## src/rtl/i2cseq_pkg.sv

```systemverilog
package i2cseq_pkg;

  // control register bit masks (decoded by the byte controller)
  localparam logic [7:0] CB_ACK   = 8'h04;
  localparam logic [7:0] CB_FLAG  = 8'h08;
  localparam logic [7:0] CB_STOP  = 8'h10;
  localparam logic [7:0] CB_START = 8'h20;
  localparam logic [7:0] CB_EN    = 8'h40;

  // status codes expected from the controller
  localparam logic [7:0] ST_START   = 8'h08;
  localparam logic [7:0] ST_RESTART = 8'h10;
  localparam logic [7:0] ST_AW_ACK  = 8'h18;
  localparam logic [7:0] ST_DW_ACK  = 8'h28;
  localparam logic [7:0] ST_AR_ACK  = 8'h40;
  localparam logic [7:0] ST_DR_ACK  = 8'h50;
  localparam logic [7:0] ST_DR_NAK  = 8'h58;
  localparam logic [7:0] ST_IDLE    = 8'hF8;

  localparam logic [7:0] CLS_MISMATCH = 8'h01;
  localparam logic [7:0] CLS_TIMEOUT  = 8'h02;

  localparam logic [1:0] OP_READ  = 2'd1;
  localparam logic [1:0] OP_PROBE = 2'd2;

  typedef enum logic [2:0] {
    K_NONE, K_START, K_RSTART, K_CHIP, K_ABYTE, K_DBYTE, K_RECV, K_STOP
  } stepKind_t;

  typedef struct packed {
    logic      load;
    stepKind_t issue;
    logic      waitFlag;
    logic      waitStop;
  } seqStrobe_t;

endpackage

```

## src/rtl/i2cseq_datapath.sv

```systemverilog
module i2cseq_datapath
  import i2cseq_pkg::*;
#(
  parameter int POLL_INTERVAL = 2000,
  parameter int POLL_LIMIT    = 1000,
  parameter int LEN_W         = 8
) (
  input  logic             clk,
  input  logic             rstN,
  input  seqStrobe_t       strobe,
  input  logic [1:0]       reqOp,
  input  logic [6:0]       reqChip,
  input  logic [2:0]       reqAddrLen,
  input  logic [31:0]      reqAddr,
  input  logic [LEN_W-1:0] reqLen,
  input  logic [7:0]       txByte,
  input  logic             busFlag,
  input  logic [7:0]       busStatus,
  input  logic [7:0]       busRx,
  output logic             busCtrlWr,
  output logic             busDataWr,
  output logic [7:0]       busCtrl,
  output logic [7:0]       busTx,
  output logic             txTake,
  output logic             rxValid,
  output logic [7:0]       rxByte,
  output logic [31:0]      result,
  output logic             pollHit,
  output logic             pollErr,
  output logic             stopEnd,
  output logic             readPhase,
  output logic             opWrite,
  output logic             addrLeftNz,
  output logic             lenLeftNz
);

  localparam int TW = $clog2(POLL_INTERVAL + 1);
  localparam int MW = $clog2(POLL_LIMIT + 1);
  localparam logic [TW-1:0] TIMER_RELOAD = TW'(POLL_INTERVAL - 1);
  localparam logic [MW-1:0] MISS_LAST    = MW'(POLL_LIMIT - 1);

  logic [6:0]       chipR;
  logic [2:0]       addrLeft;
  logic [31:0]      addrSh;
  logic [LEN_W-1:0] lenLeft;
  logic [7:0]       lastCtrl;
  logic [7:0]       expStat;
  logic             lastRecv;
  logic             errSeen;
  logic [TW-1:0]    pollTimer;
  logic [MW-1:0]    missCnt;

  logic [7:0] ctrlByte, dataByte, expNext;
  logic       dataWr;
  logic       isRead, isProbe;
  logic [2:0] loadAlen;
  logic       waiting, pollTick, found;
  logic       flagBad, flagTo, stopSeen, stopTo;

  assign isProbe  = (reqOp == OP_PROBE);
  assign isRead   = (reqOp == OP_READ) || isProbe;
  assign loadAlen = isProbe ? 3'd0 : ((reqAddrLen > 3'd4) ? 3'd4 : reqAddrLen);

  // command byte and expected status for the step being issued
  always_comb begin
    ctrlByte = 8'h00;
    dataByte = 8'h00;
    dataWr   = 1'b0;
    expNext  = expStat;
    unique case (strobe.issue)
      K_START:  begin ctrlByte = CB_EN | CB_START; expNext = ST_START; end
      K_RSTART: begin ctrlByte = CB_EN | CB_START; expNext = ST_RESTART; end
      K_CHIP: begin
        ctrlByte = CB_EN;
        dataByte = {chipR, readPhase};
        dataWr   = 1'b1;
        expNext  = readPhase ? ST_AR_ACK : ST_AW_ACK;
      end
      K_ABYTE: begin
        ctrlByte = CB_EN; dataByte = addrSh[7:0]; dataWr = 1'b1; expNext = ST_DW_ACK;
      end
      K_DBYTE: begin
        ctrlByte = CB_EN; dataByte = txByte; dataWr = 1'b1; expNext = ST_DW_ACK;
      end
      K_RECV: begin
        ctrlByte = (lenLeft > LEN_W'(1)) ? (CB_EN | CB_ACK) : CB_EN;
        expNext  = (lenLeft > LEN_W'(1)) ? ST_DR_ACK : ST_DR_NAK;
      end
      K_STOP:   begin ctrlByte = CB_EN | CB_STOP; expNext = ST_IDLE; end
      default:  ;
    endcase
  end

  assign busCtrlWr = (strobe.issue != K_NONE);
  assign busDataWr = dataWr;
  assign busCtrl   = ctrlByte;
  assign busTx     = dataByte;
  assign txTake    = (strobe.issue == K_DBYTE);

  // poll window
  assign waiting  = strobe.waitFlag | strobe.waitStop;
  assign pollTick = waiting && (pollTimer == '0);
  assign found    = strobe.waitFlag ? busFlag : (busStatus == ST_IDLE);
  assign pollHit  = strobe.waitFlag && pollTick && busFlag && (busStatus == expStat);
  assign flagBad  = strobe.waitFlag && pollTick && busFlag && (busStatus != expStat);
  assign flagTo   = strobe.waitFlag && pollTick && !busFlag && (missCnt == MISS_LAST);
  assign stopSeen = strobe.waitStop && pollTick && (busStatus == ST_IDLE);
  assign stopTo   = strobe.waitStop && pollTick && (busStatus != ST_IDLE) && (missCnt == MISS_LAST);
  assign pollErr  = flagBad | flagTo;
  assign stopEnd  = stopSeen | stopTo;

  assign addrLeftNz = (addrLeft != 3'd0);
  assign lenLeftNz  = (lenLeft != '0);

  always_ff @(posedge clk) begin
    if (!rstN) begin
      opWrite   <= 1'b1;
      chipR     <= '0;
      addrLeft  <= '0;
      addrSh    <= '0;
      lenLeft   <= '0;
      readPhase <= 1'b0;
      lastCtrl  <= '0;
      expStat   <= '0;
      lastRecv  <= 1'b0;
      errSeen   <= 1'b0;
      result    <= '0;
      pollTimer <= '0;
      missCnt   <= '0;
      rxValid   <= 1'b0;
      rxByte    <= '0;
    end else begin
      rxValid <= pollHit && lastRecv;
      if (pollHit && lastRecv) rxByte <= busRx;

      if (strobe.load) begin
        opWrite   <= !isRead;
        chipR     <= reqChip;
        addrLeft  <= loadAlen;
        addrSh    <= reqAddr;
        lenLeft   <= isProbe ? LEN_W'(1) : reqLen;
        readPhase <= isRead && (loadAlen == 3'd0);
        errSeen   <= 1'b0;
        result    <= '0;
      end

      if (strobe.issue != K_NONE) begin
        lastCtrl  <= ctrlByte;
        expStat   <= expNext;
        lastRecv  <= (strobe.issue == K_RECV);
        pollTimer <= TIMER_RELOAD;
        missCnt   <= '0;
        if (strobe.issue == K_ABYTE) begin
          addrSh   <= addrSh >> 8;
          addrLeft <= addrLeft - 3'd1;
        end
        if (strobe.issue == K_DBYTE || strobe.issue == K_RECV) lenLeft <= lenLeft - LEN_W'(1);
        if (strobe.issue == K_RSTART) readPhase <= 1'b1;
      end else if (waiting) begin
        if (pollTimer != '0) begin
          pollTimer <= pollTimer - TW'(1);
        end else begin
          pollTimer <= TIMER_RELOAD;
          if (!found) missCnt <= missCnt + MW'(1);
        end
      end

      if (flagBad) begin
        result  <= {CLS_MISMATCH, lastCtrl | CB_FLAG, busStatus, expStat};
        errSeen <= 1'b1;
      end else if (flagTo) begin
        result  <= {CLS_TIMEOUT, lastCtrl, busStatus, expStat};
        errSeen <= 1'b1;
      end else if (stopTo && !errSeen) begin
        result  <= {CLS_TIMEOUT, lastCtrl, busStatus, ST_IDLE};
      end
    end
  end

endmodule

```

## src/rtl/i2cseq_control.sv

```systemverilog
module i2cseq_control
  import i2cseq_pkg::*;
(
  input  logic       clk,
  input  logic       rstN,
  input  logic       reqValid,
  input  logic       pollHit,
  input  logic       pollErr,
  input  logic       stopEnd,
  input  logic       readPhase,
  input  logic       opWrite,
  input  logic       addrLeftNz,
  input  logic       lenLeftNz,
  output seqStrobe_t strobe,
  output logic       busy,
  output logic       done
);

  typedef enum logic [3:0] {
    S_IDLE, S_START, S_RSTART, S_CHIP, S_ABYTE, S_DBYTE, S_RECV,
    S_WAIT, S_STOP, S_SWAIT, S_DONE
  } seqState_t;

  seqState_t state, stNext, afterHit;
  stepKind_t prevKind;

  // where to go once the issued step reported its expected status
  always_comb begin
    afterHit = S_STOP;
    unique case (prevKind)
      K_START, K_RSTART: afterHit = S_CHIP;
      K_CHIP, K_ABYTE: begin
        if (readPhase)       afterHit = lenLeftNz ? S_RECV : S_STOP;
        else if (addrLeftNz) afterHit = S_ABYTE;
        else if (opWrite)    afterHit = lenLeftNz ? S_DBYTE : S_STOP;
        else                 afterHit = S_RSTART;
      end
      K_DBYTE: afterHit = lenLeftNz ? S_DBYTE : S_STOP;
      K_RECV:  afterHit = lenLeftNz ? S_RECV : S_STOP;
      default: afterHit = S_STOP;
    endcase
  end

  always_comb begin
    strobe = '0;
    stNext = state;
    unique case (state)
      S_IDLE:   if (reqValid) begin strobe.load = 1'b1; stNext = S_START; end
      S_START:  begin strobe.issue = K_START;  stNext = S_WAIT; end
      S_RSTART: begin strobe.issue = K_RSTART; stNext = S_WAIT; end
      S_CHIP:   begin strobe.issue = K_CHIP;   stNext = S_WAIT; end
      S_ABYTE:  begin strobe.issue = K_ABYTE;  stNext = S_WAIT; end
      S_DBYTE:  begin strobe.issue = K_DBYTE;  stNext = S_WAIT; end
      S_RECV:   begin strobe.issue = K_RECV;   stNext = S_WAIT; end
      S_WAIT: begin
        strobe.waitFlag = 1'b1;
        if (pollErr)      stNext = S_STOP;
        else if (pollHit) stNext = afterHit;
      end
      S_STOP:  begin strobe.issue = K_STOP; stNext = S_SWAIT; end
      S_SWAIT: begin strobe.waitStop = 1'b1; if (stopEnd) stNext = S_DONE; end
      S_DONE:  stNext = S_IDLE;
      default: stNext = S_IDLE;
    endcase
  end

  always_ff @(posedge clk) begin
    if (!rstN) begin
      state    <= S_IDLE;
      prevKind <= K_NONE;
    end else begin
      state <= stNext;
      if (strobe.issue != K_NONE) prevKind <= strobe.issue;
    end
  end

  assign busy = (state != S_IDLE);
  assign done = (state == S_DONE);

endmodule

```

## src/rtl/i2c_txn_sequencer.sv

```systemverilog
module i2c_txn_sequencer
  import i2cseq_pkg::*;
#(
  parameter int POLL_INTERVAL = 2000,
  parameter int POLL_LIMIT    = 1000,
  parameter int LEN_W         = 8
) (
  input  logic             clk,
  input  logic             rstN,
  input  logic             reqValid,
  input  logic [1:0]       reqOp,
  input  logic [6:0]       reqChip,
  input  logic [2:0]       reqAddrLen,
  input  logic [31:0]      reqAddr,
  input  logic [LEN_W-1:0] reqLen,
  output logic             busy,
  output logic             done,
  output logic [31:0]      result,
  input  logic [7:0]       txByte,
  output logic             txTake,
  output logic             rxValid,
  output logic [7:0]       rxByte,
  output logic             busCtrlWr,
  output logic             busDataWr,
  output logic [7:0]       busCtrl,
  output logic [7:0]       busTx,
  input  logic             busFlag,
  input  logic [7:0]       busStatus,
  input  logic [7:0]       busRx
);

  seqStrobe_t strobe;
  logic pollHit, pollErr, stopEnd, readPhase, opWrite, addrLeftNz, lenLeftNz;

  i2cseq_control u_control (
    .clk(clk), .rstN(rstN), .reqValid(reqValid),
    .pollHit(pollHit), .pollErr(pollErr), .stopEnd(stopEnd),
    .readPhase(readPhase), .opWrite(opWrite),
    .addrLeftNz(addrLeftNz), .lenLeftNz(lenLeftNz),
    .strobe(strobe), .busy(busy), .done(done)
  );

  i2cseq_datapath #(
    .POLL_INTERVAL(POLL_INTERVAL), .POLL_LIMIT(POLL_LIMIT), .LEN_W(LEN_W)
  ) u_datapath (
    .clk(clk), .rstN(rstN), .strobe(strobe),
    .reqOp(reqOp), .reqChip(reqChip), .reqAddrLen(reqAddrLen),
    .reqAddr(reqAddr), .reqLen(reqLen), .txByte(txByte),
    .busFlag(busFlag), .busStatus(busStatus), .busRx(busRx),
    .busCtrlWr(busCtrlWr), .busDataWr(busDataWr), .busCtrl(busCtrl), .busTx(busTx),
    .txTake(txTake), .rxValid(rxValid), .rxByte(rxByte), .result(result),
    .pollHit(pollHit), .pollErr(pollErr), .stopEnd(stopEnd),
    .readPhase(readPhase), .opWrite(opWrite),
    .addrLeftNz(addrLeftNz), .lenLeftNz(lenLeftNz)
  );

endmodule

```

## config.mk

```make
export PLATFORM = sky130hd
export DESIGN_NAME = i2c_txn_sequencer
export DESIGN_NICKNAME = d
export VERILOG_FILES = /design/src/rtl/i2cseq_pkg.sv /design/src/rtl/i2cseq_datapath.sv /design/src/rtl/i2cseq_control.sv /design/src/rtl/i2c_txn_sequencer.sv
export SDC_FILE = /design/constraint.sdc
export NUM_CORES = 1
export LEC_CHECK = 0
export ABC_AREA = 1
export ABC_CLOCK_PERIOD_IN_PS = 2200
export BUFFER_PORTS_ARGS = -buffer_cell sky130_fd_sc_hd__buf_4
export CORE_UTILIZATION = 44
export CTS_BUF_LIST = sky130_fd_sc_hd__clkbuf_8 sky130_fd_sc_hd__clkbuf_16
export DETAILED_ROUTE_END_ITERATION = 12
export GPL_ROUTABILITY_DRIVEN = 1
export HOLD_SLACK_MARGIN = 0.02
export PLACE_DENSITY = 0.67
export SKIP_CTS_REPAIR_TIMING = 1
export SYNTH_ARGS = -nofsm -noshare
export SYNTH_HDL_FRONTEND = slang
export SYNTH_SLANG_ARGS = --single-unit
```

## constraint.sdc

```tcl
create_clock -name clk -period 2.2 [get_ports clk]
set_clock_uncertainty 0.05 [all_clocks]
set_input_delay 0.44 -clock clk [delete_from_list [all_inputs] [get_ports clk]]
set_output_delay 0.44 -clock clk [all_outputs]
set_load 0.02 [all_outputs]
```

==> impl_metrics.ini, run 1 <==
[worst_setup_path]
cp-end-kind = output pin
crit_type = flip-flop to output pin
cp_data_arrival_time_ns = 1.67
crit_required_ns = 1.71
path_max_fanout = 13
cp-start-kind = flip-flop

[floorplanning]
die_height_um = 120
die_x_um = 120
dieArea_um2 = 14300
num_rows = 42
ios = 142
initial_utilization = 0.456
core_area_um2 = 13300

[cts]
clockRootBuffer = clkbuf_16
clk_pin_slew_worst_paths_ns = 0.06
cts_sinks = 119
clk_latency_ns = 0.42
clockBufferDepth = 2
cts_buffers = 17
htreeDepth = 4
cts_tree = yes

[synthesis]
netlist_area_um2 = 6090
ys_ff_latch = 119
synth_ff_type = dfxtp_1
netlist-cell-type-count = 50
synth_edf_count = 0
syn_inst = 847
yosysTopAreaCellShare = 0.391
async_reset_ff_frac = 0
yosysWarnings = 0
seq_area_frac_synth = 0.391
synth.area.top_cells = dfxtp_1, nand2_1, a21oi_1
synth_top_area_cell = dfxtp_1
syn_avg_cell_area_um2 = 7.19

[timing]
fin_crit_sh = 0.980
setup_viol = 0
finalSetupTns_ns = 0
hold_slack_ns = 0.237
period_needed_ns = 2.16
maxSlewViolCount = 0
grt_setup_unrepaired = yes
timing_hold_violations_final = 0
fmax_mhz = 464

[route]
drtIter0Drc = 420
ant_nets = 0
dr.max_layer_used = met4
vias_per_cell = 5.09
wl_met1_um = 7390
wl_per_cell_um = 13.7
met2_length_um = 7570
drt_wl_total_um = 16200
vias = 5980
route.detailed.drc = 0
route.met3.wl_um = 1090
dr.pass1.iters = 5

[placed_design]
hpwl_um = 11600
gp_congestion = 0.864
io_buffers = 125
place_inst = 1141

[global_route]
grt.total_usage = 0.234
grt-ovfl-total = 0
grt_pass1_wl_um = 26600
grt_pass1_vias = 5552
grt_max_degree = 51
antenna_found_initial = 0

[pwr]
intPower_mw = 6.25
seqPwrFrac = 0.307
swShare = 0.364
p_per_area_nw_per_um2 = 1220
ir_drop_uv = 694
power_switching_mw = 3.58
leakage_nw = 3.62
clkPwrFrac = 0.322
p_comb_frac = 0.371

[outcome]
outcome = complete, no violations

[finish]
drive_above_1_share = 0.251
area_growth_pct = 32.3
nets = 1076
fin_util = 0.604
fin_cells = 1176
diodes = 0

[run]
cap_violations = 0

[min_path]
hp-class = input pin to flip-flop
## state kept, by name, indices dropped and copies added, names as in the netlist, 3 cells and up
register              count
u_datapath.addrSh        32
u_datapath.result        19
u_datapath.pollTimer     11
u_datapath.missCnt       10
u_datapath.lenLeft        8
u_datapath.rxByte         8
u_datapath.chipR          7
u_datapath.expStat        5
u_control.state           4
u_datapath.lastCtrl       4
u_control.prevKind        3
u_datapath.addrLeft       3
## critical path, cell delays in order, from the launching register on
cell     delay [ns]
dfxtp_4        0.40
inv_4          0.05
nand2_4        0.11
nor2_4         0.05
buf_12         0.14
a221o_1        0.33
buf_4          0.17
## metal layers
| layer | track usage | vias to the layer above |
|---|---|---|
| met5 | 0 | - |
| met4 | 0.0781 | 0 |
| met3 | 0.0642 | 11 |
| met2 | 0.370 | 170 |
| met1 | 0.308 | 2751 |
| li1 | - | 3048 |
## logic make-up (layout without fill, tap and decap cells)
kind of cell	count (synthesis)	in the layout	share of synthesized area
AND/OR/NAND/NOR	315	315	0.236
AO/OA/AOI/OAI	225	225	0.211
buffers and inverters	165	303	0.124
flip-flops	119	119	0.391
XOR/XNOR	13	13	0.0187
adder cells (fa/ha/maj)	9	9	0.0185
other	1	16	0.000616
## layout by cell type, fill, tap and decap left out, types with 4 or more instances in the layout
| cell | instances |
|---|---|
| a211oi_1 | 9 |
| a21oi_1 | 100 |
| a221oi_1 | 10 |
| a31oi_1 | 6 |
| buf_12 | 4 |
| buf_4 | 150 |
| bufinv_16 | 6 |
| clkbuf_16 | 17 |
| clkinv_2 | 4 |
| conb_1 | 16 |
| dfxtp_1 | 114 |
| dfxtp_4 | 4 |
| ha_1 | 8 |
| inv_1 | 100 |
| inv_2 | 11 |
| nand2_1 | 164 |
| nand2_2 | 8 |
| nand2_4 | 5 |
| nand3_1 | 36 |
| nand4_1 | 9 |
| nor2_1 | 52 |
| nor2_2 | 11 |
| nor2_4 | 5 |
| nor3_1 | 9 |
| o211ai_1 | 13 |
| o21ai_0 | 68 |
| xor2_1 | 10 |
## per-stage QoR
| stage | setup WS [ns] | total power [mW] | cell area (µm²) |
|---|---|---|---|
| after floorplan | 0.236 | 5.39 | 6150 |
| after global routing | -0.0281 | 10.5 | 8060 |
| after global placement | 0.205 | 6.41 | 7240 |
| final | 0.0439 | 9.83 | 8060 |
| after detailed placement | 0.123 | 6.46 | 7240 |
| after CTS | -0.194 | 9.67 | 7920 |
## power by group through the flow
stage | Clock [mW] | Combinational [mW] | Sequential [mW]
5_1_grt | 3.30 | 4.09 | 3.06
2_1_floorplan | 0 | 2.48 | 2.91
4_1_cts | 3.22 | 3.49 | 2.96
3_5_place_dp | 0 | 3.46 | 3.00
3_3_place_gp | 0 | 3.42 | 2.99
6_report | 3.17 | 3.65 | 3.01
## Yosys cell counts, types with 2 or more instances
library cell	count
nand2_2	9
a21oi_1	100
nand3_1	36
o2111ai_1	2
nand2_1	165
clkbuf_1	15
o31ai_1	3
buf_6	4
clkinv_1	2
nand2_4	3
a211oi_1	9
nand4_1	9
nor2_1	60
dfxtp_1	119
a221oi_1	10
o21ai_0	69
inv_2	5
xnor2_1	3
o21bai_1	3
buf_4	20
a41oi_1	2
buf_2	9
nor2_8	3
a21boi_0	2
o211ai_1	13
a31oi_1	6
nor2_2	7
xor2_1	10
nor3_1	11
or2_2	2
ha_1	9
buf_1	2
inv_1	106
and3_1	3
## final timing paths
check                                              from                     to  slack (ns)  depth (start not counted)
worst min register to register     u_datapath.rxByte[0]   u_datapath.rxByte[0]        0.39                          2
worst max-delay path                 u_control.state[3]               busTx[0]        0.04                          6
worst min-delay path                        reqAddr[14]  u_datapath.addrSh[14]        0.24                          3
worst max register to register  u_datapath.pollTimer[0]  u_datapath.missCnt[5]        0.21                         12
## layout make-up
cell class	count	area, µm²
clock buffer	19	453
timing repair buffer	157	1240
fill	1255	5290
clock inverter	13	225
tap	176	220
multi-input combinational	578	3090
inverter	114	435
sequential	119	2400
Power figures use the tool's default switching activity.
==> run 2: changes to the inputs <==
- ABC_CLOCK_PERIOD_IN_PS: 2200 -> 2700
- clock period: 2.2 -> 2.7 ns (I/O delays scaled with it)
==> impl_metrics.ini, run 2 (synthesized netlist as in run 1, its figures left out) <==
[outcome]
outcome = complete, no violations

[route]
drtIter0Drc = 433
dr.pass1.iters = 5
ant_nets = 0
route.detailed.drc = 0
vias = 5918
wl_per_cell_um = 13.8
vias_per_cell = 5.12
drt_wl_total_um = 15900

[timing]
maxSlewViolCount = 0
hold_slack_ns = 0.350
fmax_mhz = 392
period_needed_ns = 2.55
setup_viol = 0
grt_setup_unrepaired = no
relSlewSlack = 0.611
finalSetupTns_ns = 0
timing_hold_violations_final = 0
fin_crit_sh = 0.946
worst_pin_slew_ns = 0.583

[pwr]
ir_drop_uv = 502
p_per_area_nw_per_um2 = 964
leakage_nw = 3.46

[placed_design]
io_buffers = 125
hpwl_um = 11300
gp_congestion = 0.907

[cts]
clockBufferDepth = 2
cts_tree = yes
clockRootBuffer = clkbuf_16
clk_pin_slew_worst_paths_ns = 0.05
htreeDepth = 4
clk_latency_ns = 0.41
cts_sinks = 119
cts_buffers = 17

[worst_setup_path]
reg2regPathDepth = 12
crit_path_cell_trace = inv_2 > nand2_4 > inv_1 > nand2_1 > clkinvlp_4 > a221o_1 > buf_4
reg2reg_setup_slack_ns = 0.58
cp-end-kind = output pin
crit_type = flip-flop to output pin
slowest_delay_ns = 0.41
cp_data_arrival_time_ns = 1.96
cp-start-kind = flip-flop
crit_required_ns = 2.11
timing.rr.start = u_datapath.pollTimer[0]
critPathSlowestCell = dfxtp_1
path_max_fanout = 10
r2r-end = u_datapath.missCnt[5]

[floorplanning]
core_area_um2 = 13300
dieArea_um2 = 14300
die_x_um = 120
die_height_um = 120
num_rows = 42
ios = 142
initial_utilization = 0.456

[global_route]
grt_pass1_wl_um = 26300
grt_max_degree = 56
grt-ovfl-total = 0
antenna_found_initial = 0
grt_pass1_vias = 5450
grt.total_usage = 0.230

[finish]
layout_common_cells = nand2_1, buf_4, dfxtp_1, inv_1, a21oi_1
area_growth_pct = 26.6
nets = 1056
top_register = u_datapath.addrSh
diodes = 0
drive_above_1_share = 0.210
final_common_cell = nand2_1
fillers = 1341
top_regs = u_datapath.addrSh: 32 flops, u_datapath.result: 19 flops, u_datapath.pollTimer: 11 flops
largest_reg_flops = 32

[min_path]
min_from = busStatus[1]
hold_depth = 3
hp-class = input pin to flip-flop
hold_end = u_datapath.result[9]

[run]
cap_violations = 0
-- run 2: how the worst max path moves through the flow --
| stage | to | start | cells past startpoint |
|---|---|---|---|
| 2_1_floorplan | busTx[3] | u_control.state[0] | 6 |
| 3_3_place_gp | busTx[0] | u_control.state[3] | 7 |
| 3_5_place_dp | busTx[0] | u_control.state[3] | 7 |
| 4_1_cts | busTx[0] | u_control.state[3] | 7 |
| 5_1_grt | busCtrl[2] | u_datapath.lenLeft[0] | 6 |
| 6_report | busTx[0] | u_control.state[3] | 7 |
-- run 2: power by group --
part | switching, mW | total [mW] | leakage (nW) | internal, mW
Clock | 0.773 | 2.33 | 0.314 | 1.56
Combinational | 1.74 | 2.69 | 2.17 | 0.953
Sequential | 0.255 | 2.41 | 0.972 | 2.16
-- run 2: per-stage QoR --
stage / cell area (µm²) / utilization / setup WS (ns) / total power [mW] / instances
floorplan: 6150 / - / 0.636 / 4.39 / 862
global placement: 7090 / 0.531 / 0.518 / 5.10 / 1124
detailed placement: 7090 / 0.531 / 0.486 / 5.11 / 1124
CTS: 7700 / 0.577 / 0.0275 / 7.46 / 1156
global route: 7710 / 0.578 / 0.0110 / 7.96 / 1156
finish: 7710 / 0.578 / 0.147 / 7.43 / 1156
-- run 2: cell type report --
cell class	instances	area (µm²)	area share
multi-input combinational	578	3010	0.391
sequential	119	2380	0.309
timing repair buffer	137	1040	0.135
clock buffer	22	494	0.0641
inverter	114	434	0.0563
tap	176	220	0.0286
clock inverter	10	125	0.0162
-- run 2: critical path, delay by kind of cell, from the launching register on --
| family | cells | cell delay [ns] |
|---|---|---|
| flip-flops | 1 | 0.41 |
| AO/OA/AOI/OAI | 1 | 0.36 |
| buffers and inverters | 4 | 0.55 |
| AND/OR/NAND/NOR | 2 | 0.22 |
-- run 2: metal layers --
layer | vias to the layer above | wire length (µm) | share of wire | GRT usage
met5 | - | 0 | 0 | 0
met4 | 0 | 126 | 0.0079 | 0.0586
met3 | 11 | 1110 | 0.070 | 0.0642
met2 | 176 | 7360 | 0.46 | 0.367
met1 | 2715 | 7310 | 0.46 | 0.306
li1 | 3016 | - | - | -
==> run 3: changes to the inputs <==
- CORE_UTILIZATION: 44 -> 58
- PLACE_DENSITY: 0.67 -> 0.85
==> impl_metrics.ini, run 3 (synthesized netlist as in run 1, its figures left out) <==
[global_route]
grt.total_usage = 0.287
grt_pass1_wl_um = 25300
grt_max_degree = 46
grt_pass1_vias = 5524
antenna_found_initial = 0
grt-ovfl-total = 0

[placed_design]
hpwl_um = 10600
io_buffers = 125
gp_congestion = 0.931
place_area_um2 = 7020
dpl_worst_slack_ns = 0.489

[pwr]
ir_drop_uv = 761
p_per_area_nw_per_um2 = 952
leakage_nw = 3.44

[worst_setup_path]
crit_path_cell_trace = inv_2 > nand2_4 > inv_1 > nand2_1 > clkinvlp_4 > a221o_1 > buf_4
cp-end-kind = output pin
critPathSlowestCell = dfxtp_2
slowest_delay_ns = 0.38
cp-start-kind = flip-flop
path_max_fanout = 9
cp_data_arrival_time_ns = 1.98
crit_type = flip-flop to output pin
crit_required_ns = 2.11

[route]
route.met3.wl_um = 886
ant_nets = 0
met2_length_um = 7360
route.detailed.drc = 0
dr.max_layer_used = met4
dr.pass1.iters = 5
drt_wl_total_um = 15200
wl_per_cell_um = 13.6
vias_per_cell = 5.35
vias = 5966
wl_met1_um = 6620
drtIter0Drc = 366

[finish]
final_common_cell = nand2_1
layout_common_cells = nand2_1, buf_4, dfxtp_1, inv_1, a21oi_1
top_regs = u_datapath.addrSh: 32 flops, u_datapath.result: 19 flops, u_datapath.pollTimer: 11 flops
area_growth_pct = 25.0
top_register = u_datapath.addrSh
drive_above_1_share = 0.214
largest_reg_flops = 32
nets = 1057
diodes = 0
design_area_um2 = 7620

[timing]
maxSlewViolCount = 0
period_needed_ns = 2.57
relSlewSlack = 0.481
postLayoutSetupSlackWorst_ns = 0.135
fmax_mhz = 390
setup_viol = 0
worst_pin_slew_ns = 0.777
grt_setup_unrepaired = no
timing_hold_violations_final = 0
fin_crit_sh = 0.950

[floorplanning]
dieArea_um2 = 10900
die_x_um = 104
initial_utilization = 0.595
ios = 142
num_rows = 37
die_height_um = 104
core_area_um2 = 10200

[cts]
cts_tree = yes
clk_latency_ns = 0.53
clockRootBuffer = clkbuf_8
htreeDepth = 4
clockBufferDepth = 2
cts_sinks = 119
clk_pin_slew_worst_paths_ns = 0.06
cts_buffers = 17

[min_path]
hp-class = input pin to flip-flop

[outcome]
outcome = complete, no violations

[run]
cap_violations = 0
run 3: metrics by stage:
stage | std cells | setup TNS, ns | power [mW] | hold slack, ns | util
detailed placement | 1083 | 0 | 5.04 | 0.389 | 0.686
global route | 1116 | 0 | 7.73 | 0.227 | 0.745
finish | 1116 | 0 | 7.25 | 0.232 | 0.745
floorplan | 862 | 0 | 4.39 | 0.380 | -
global placement | 1083 | 0 | 4.98 | 0.382 | 0.686
CTS | 1114 | -0.242 | 7.22 | 0.226 | 0.742
run 3: area by class of cell:
| type | instances | area, µm² |
|---|---|---|
| sequential | 119 | 2380 |
| fill | 756 | 2610 |
| clock inverter | 10 | 104 |
| tap | 136 | 170 |
| multi-input combinational | 578 | 3020 |
| timing repair buffer | 138 | 1040 |
| inverter | 114 | 434 |
| clock buffer | 21 | 469 |
run 3: final timing paths:
kind	start	to	slack [ns]	cells after the start
worst max-delay path	u_control.state[3]	busTx[0]	0.13	7
worst min-delay path	busStatus[0]	u_datapath.result[8]	0.23	3
worst max register to register	u_datapath.pollTimer[1]	u_datapath.missCnt[6]	0.50	12
worst min register to register	u_datapath.rxByte[1]	u_datapath.rxByte[1]	0.40	2
run 3: metal layers:
metal,global-route usage,vias to the layer above
li1,-,3015
met1,0.350,2751
met2,0.481,172
met3,0.0752,28
met4,0.115,0
met5,0,-
run 3: critical path, delay by kind of cell (launching register included):
kind,cells,cell delay [ns]
AOI/OAI and AO/OA,1,0.33
buffers and inverters,4,0.50
DFF,1,0.38
and+or+nand+nor,2,0.23
run 3: where the power goes:
group	internal (mW)	switching (mW)
Sequential	2.16	0.250
Combinational	0.939	1.74
Clock	1.39	0.780
